===== src/rtl/tt_fu_pkg.sv =====
package tt_fu_pkg;
    typedef enum logic [1:0] {
        OP_ADD    = 2'b00,
        OP_SUB    = 2'b01,
        OP_MUL    = 2'b10,
        OP_ADDSUB = 2'b11
    } fu_op_e;
endpackage


===== src/rtl/tt_fu_opnd_latch.sv =====
module tt_fu_opnd_latch #(
    parameter int W = 32
) (
    input  logic         clk,
    input  logic         rst_n,
    input  logic         we,
    input  logic [W-1:0] din,
    output logic [W-1:0] held,
    output logic [W-1:0] eff
);
    always_ff @(posedge clk or negedge rst_n) begin
        if (!rst_n) begin
            held <= '0;
        end else if (we) begin
            held <= din;
        end
    end

    // same-cycle write is forwarded to a trigger in that cycle
    always_comb begin
        eff = we ? din : held;
    end
endmodule


===== src/rtl/tt_fu_alu.sv =====
module tt_fu_alu
    import tt_fu_pkg::*;
#(
    parameter int W = 32
) (
    input  logic         clk,
    input  logic         rst_n,
    input  logic         fire,
    input  fu_op_e       op,
    input  logic [W-1:0] a,
    input  logic [W-1:0] b,
    output logic [W-1:0] res1,
    output logic [W-1:0] res2
);
    logic [W-1:0] sum;
    logic [W-1:0] diff;
    logic         ld1;
    logic         ld2;
    logic [W-1:0] nxt1;

    always_comb begin
        sum  = a + b;
        diff = a - b;
        ld1  = 1'b0;
        ld2  = 1'b0;
        nxt1 = sum;
        if (fire) begin
            unique case (op)
                OP_ADD:    begin ld1 = 1'b1; nxt1 = sum;  end
                OP_SUB:    begin ld1 = 1'b1; nxt1 = diff; end
                OP_ADDSUB: begin ld1 = 1'b1; ld2 = 1'b1; nxt1 = diff; end
                default:   begin ld1 = 1'b0; end
            endcase
        end
    end

    always_ff @(posedge clk or negedge rst_n) begin
        if (!rst_n) begin
            res1 <= '0;
            res2 <= '0;
        end else begin
            if (ld1) res1 <= nxt1;
            if (ld2) res2 <= sum;
        end
    end
endmodule


===== src/rtl/tt_fu_mul.sv =====
module tt_fu_mul #(
    parameter int W   = 32,
    parameter int LAT = 3
) (
    input  logic         clk,
    input  logic         rst_n,
    input  logic         fire,
    input  logic [W-1:0] a,
    input  logic [W-1:0] b,
    output logic [W-1:0] res
);
    localparam int STG = LAT - 1;

    logic [W-1:0] prod;
    logic [W-1:0] pv  [STG];
    logic         vld [STG];

    always_comb begin
        prod = a * b;
    end

    always_ff @(posedge clk or negedge rst_n) begin
        if (!rst_n) begin
            pv[0]  <= '0;
            vld[0] <= 1'b0;
        end else begin
            pv[0]  <= prod;
            vld[0] <= fire;
        end
    end

    genvar gi;
    generate
        for (gi = 1; gi < STG; gi++) begin : g_stage
            always_ff @(posedge clk or negedge rst_n) begin
                if (!rst_n) begin
                    pv[gi]  <= '0;
                    vld[gi] <= 1'b0;
                end else begin
                    pv[gi]  <= pv[gi-1];
                    vld[gi] <= vld[gi-1];
                end
            end
        end
    endgenerate

    always_ff @(posedge clk or negedge rst_n) begin
        if (!rst_n) begin
            res <= '0;
        end else if (vld[STG-1]) begin
            res <= pv[STG-1];
        end
    end
endmodule


===== src/rtl/tt_fu.sv =====
module tt_fu
    import tt_fu_pkg::*;
#(
    parameter int W       = 32,
    parameter int MUL_LAT = 3
) (
    input  logic         clk,
    input  logic         rst_n,
    input  logic         opnd_we,
    input  logic [W-1:0] opnd_data,
    input  logic         trig_we,
    input  logic [1:0]   trig_op,
    input  logic [W-1:0] trig_data,
    output logic [W-1:0] alu_res1,
    output logic [W-1:0] alu_res2,
    output logic [W-1:0] mul_res
);
    fu_op_e       op;
    logic [W-1:0] opnd_held;
    logic [W-1:0] opnd_eff;
    logic         alu_fire;
    logic         mul_fire;

    always_comb begin
        op       = fu_op_e'(trig_op);
        mul_fire = trig_we && (op == OP_MUL);
        alu_fire = trig_we && (op != OP_MUL);
    end

    tt_fu_opnd_latch #(.W(W)) u_opnd (
        .clk  (clk),
        .rst_n(rst_n),
        .we   (opnd_we),
        .din  (opnd_data),
        .held (opnd_held),
        .eff  (opnd_eff)
    );

    tt_fu_alu #(.W(W)) u_alu (
        .clk  (clk),
        .rst_n(rst_n),
        .fire (alu_fire),
        .op   (op),
        .a    (opnd_eff),
        .b    (trig_data),
        .res1 (alu_res1),
        .res2 (alu_res2)
    );

    tt_fu_mul #(.W(W), .LAT(MUL_LAT)) u_mul (
        .clk  (clk),
        .rst_n(rst_n),
        .fire (mul_fire),
        .a    (opnd_eff),
        .b    (trig_data),
        .res  (mul_res)
    );
endmodule


===== config.mk =====
export PLATFORM = sky130hd
export DESIGN_NAME = tt_fu
export DESIGN_NICKNAME = d
export VERILOG_FILES = /design/src/rtl/tt_fu_pkg.sv /design/src/rtl/tt_fu_opnd_latch.sv /design/src/rtl/tt_fu_alu.sv /design/src/rtl/tt_fu_mul.sv /design/src/rtl/tt_fu.sv
export SDC_FILE = /design/constraint.sdc
export NUM_CORES = 2
export LEC_CHECK = 0
export CAP_MARGIN = 20
export CORE_ASPECT_RATIO = 1.25
export CORE_MARGIN = 10
export CORE_UTILIZATION = 60
export DETAILED_ROUTE_END_ITERATION = 10
export GPL_ROUTABILITY_DRIVEN = 1
export PLACE_DENSITY_LB_ADDON = 0.2
export SYNTH_ARGS = -nofsm -noshare
export SYNTH_HDL_FRONTEND = slang
export SYNTH_HIERARCHICAL = 1
export SYNTH_SLANG_ARGS = --single-unit

===== constraint.sdc =====
create_clock -name clk -period 16.8 [get_ports clk]
set_clock_uncertainty 0.1 [all_clocks]
set_input_delay 2.52 -clock clk [delete_from_list [all_inputs] [get_ports clk]]
set_output_delay 2.52 -clock clk [all_outputs]
set_load 0.02 [all_outputs]

==> flow_summary.ini <==
[global_routing]
grt_max_degree = 77
grtUsageTotal = 0.293
grt_overflow_total = 0
grt_first_pass_wirelength_mm = 118
antenna_found_initial = 1
first_global_vias = 21100

[routing]
drt_iter0_markers = 1364
totalWireLength_mm = 73.8
drc = 0
ant_nets = 0
first_pass_iters = 7
vias_per_cell = 5.81
wl_per_cell_um = 22.0
via_count = 19500

[logic_synthesis]
synth-async-reset-ratio = 1.00
netlist_instances = 2703
synth_seq_area_share = 0.186
synth_seq_cells = 194
yosys.cell_types.count = 79
ys_warn_count = 6
synth_area_um2 = 26100
syn_area_per_cell_um2 = 9.64
syn_nets = 3368
synth-edff-count = 0
ys.flop_type = dfrtp_1

[critical_path]
crit_buf_inv = 5
path_cells = clkdlybuf4s50_1 -> and2_1 -> fa_1 -> fa_1 -> fa_1 -> inv_1 -> fa_1 -> inv_1 -> fa_1 -> inv_1 -> fa_1 -> inv_1 -> fa_1 -> fa_1 -> ha_1 -> and4_1 -> nand3_1 -> a211oi_2 -> nor2_1 -> a311oi_2 -> a211oi_2 -> xnor2_1
crit_top_cell = fa_1
arrival_ns = 10.06
worst_path_dominant_cell_family = adder cells
slowest_stage = clkdlybuf4s50_1
cpPeakStageDelay_ns = 1.01
required_ns = 17.04
path_max_fanout = 29
rr_worst_depth = 22
regToRegStartpoint = u_opnd/held[13]
startpoint_type = input pin
worst-setup-path-type = in2reg
r2r_setup_slack_ns = 9.47
r2r-end = u_mul/pv[63]
cp-end-kind = register

[timing]
tightestPinTransition_ns = 1.13
finalSetupTns_ns = 0
period_minus_slack_ns = 9.82
fmax_ghz = 0.102
finalMaxSlewViolations = 0
period_share = 0.585
setup_viol = 0
slew_headroom = 0.242
finalHoldViolCount = 0
rsz0062_at_grt = no

[min_path]
worstHoldStart = u_mul/pv[38]
whs_path_depth = 0
whs_endpoint = u_mul/pv[6]
hold_class = reg2reg

[die]
dieWidth_um = 206
die_y_um = 253
row_count = 85
die-area_um2 = 52200
start_util = 0.606
core_area_um2 = 43000
num_io_pins = 166

[clocking]
post_cts_resized = 0
cts_tree = yes
h-tree-depth = 4
cts-buffers-inserted = 17
post_cts.repair.setup_buffers = 0
worstSkewPairLatency_ns = 0.46
clk_pin_slew_ns = 0.08
clockRootBuffer = clkbuf_16
cts_hold_buf = 0
clock_path_buffers = 2
clock-sinks = 194

[run_status]
status = finished, final reports clean

[place]
dp_hpwl_mm = 55.3
portBuffers = 165
gp_congestion = 0.928

[cells_and_area]
nets = 3437
drive_gt1_frac = 0.0521
area_delta_synth_final_pct = 9.80
fillCellCount = 3451

[job]
cap_violations = 0
-- cells in the final DEF (no fill, tap or decap), types with 9 or more instances in the layout --
cell	synthesis	routed
a21o_1	14	14
a21oi_1	84	84
a31oi_1	9	9
and2_1	369	369
and3_1	9	9
buf_4	1	13
clkbuf_16	0	17
clkdlybuf4s50_1	0	163
dfrtp_1	194	194
fa_1	410	410
ha_1	185	185
inv_1	420	420
mux2_2	37	37
mux2_4	30	30
nand2_1	263	263
nand2b_1	16	16
nand3_1	16	15
nor2_1	79	79
nor2b_1	14	14
nor3_1	27	27
nor4_1	13	13
o21ai_0	60	60
o21ai_1	50	50
o21bai_1	10	10
xnor2_1	112	112
xor2_1	24	24
-- layout make-up --
cell class | instances | area (um2) | area share
Multi-Input combinational cell | 1951 | 19000 | 0.665
Clock buffer | 17 | 425 | 0.0149
Timing Repair Buffer | 180 | 1800 | 0.0630
Inverter | 428 | 1610 | 0.0562
Sequential cell | 194 | 4850 | 0.170
Clock inverter | 15 | 189 | 0.00661
Antenna cell | 1 | 2.50 | 0.0000875
Tap cell | 565 | 707 | 0.0247
-- Yosys cell counts, drive strengths merged (9+ instances only) --
library cell	instances	share of area
fa	410	0.32
a31oi	9	0.0022
nand3	16	0.0031
xor2	24	0.0081
nor3	27	0.0052
clkbuf	103	0.015
xnor2	113	0.038
o21ai	110	0.021
nor2b	14	0.0034
inv	426	0.061
nand2b	16	0.0038
a21oi	86	0.017
nand2	263	0.038
a21o	14	0.0040
buf	27	0.0074
dfrtp	194	0.19
nor2	79	0.011
and3	9	0.0022
ha	185	0.089
a211oi	9	0.0030
o21bai	10	0.0029
nor4	13	0.0031
and2	369	0.089
mux2	67	0.033
-- through the flow --
| step | hold slack (ns) | worst slack (ns) | util | cell area [um2] | cells |
|---|---|---|---|---|---|
| final | 0.252 | 6.98 | 0.666 | 28600 | 3351 |
| after floorplan | 0.231 | 7.41 | - | 26100 | 2703 |
| after global routing | 0.262 | 6.67 | 0.666 | 28600 | 3350 |
| after CTS | 0.256 | 7.05 | 0.664 | 28500 | 3348 |
| after global placement | 0.232 | 6.76 | 0.650 | 27900 | 3316 |
| after detailed placement | 0.236 | 6.56 | 0.650 | 27900 | 3316 |
-- worst max path at each step --
stage                  from      endpoint  cells after the start
6_report       trig_data[5]  u_mul/pv[63]                     22
5_1_grt        trig_data[5]  u_mul/pv[61]                     22
4_1_cts        trig_data[5]  u_mul/pv[63]                     22
3_5_place_dp   trig_data[5]  u_mul/pv[61]                     22
3_3_place_gp   trig_data[8]  u_mul/pv[63]                     22
2_1_floorplan       opnd_we  u_mul/pv[63]                     25
-- routing by layer --
metal	up-vias	part of all wire	GRT usage	routed length, um
li1	8531	-	-	-
met1	9960	0.40	0.372	29500
met2	804	0.50	0.492	36900
met3	182	0.055	0.0338	4030
met4	2	0.045	0.131	3350
met5	-	0.00018	0	13
-- cell families after synthesis --
family	share of synthesized area
compound gates	0.0762
xor+xnor	0.0472
fa+ha+maj	0.404
buf+inv	0.0840
flops	0.186
mux	0.0360
simple gates	0.166
-- state kept, by name (all words and copies together), names as in the netlist --
signal	cells
u_opnd/held	32
u_mul/pv	64
u_mul/res	32
u_alu/res1	32
u_mul/vld	2
u_alu/res2	32
Power is not shown: default switching activity piles up to over one toggle a cycle in this logic, so the estimate is an artifact.
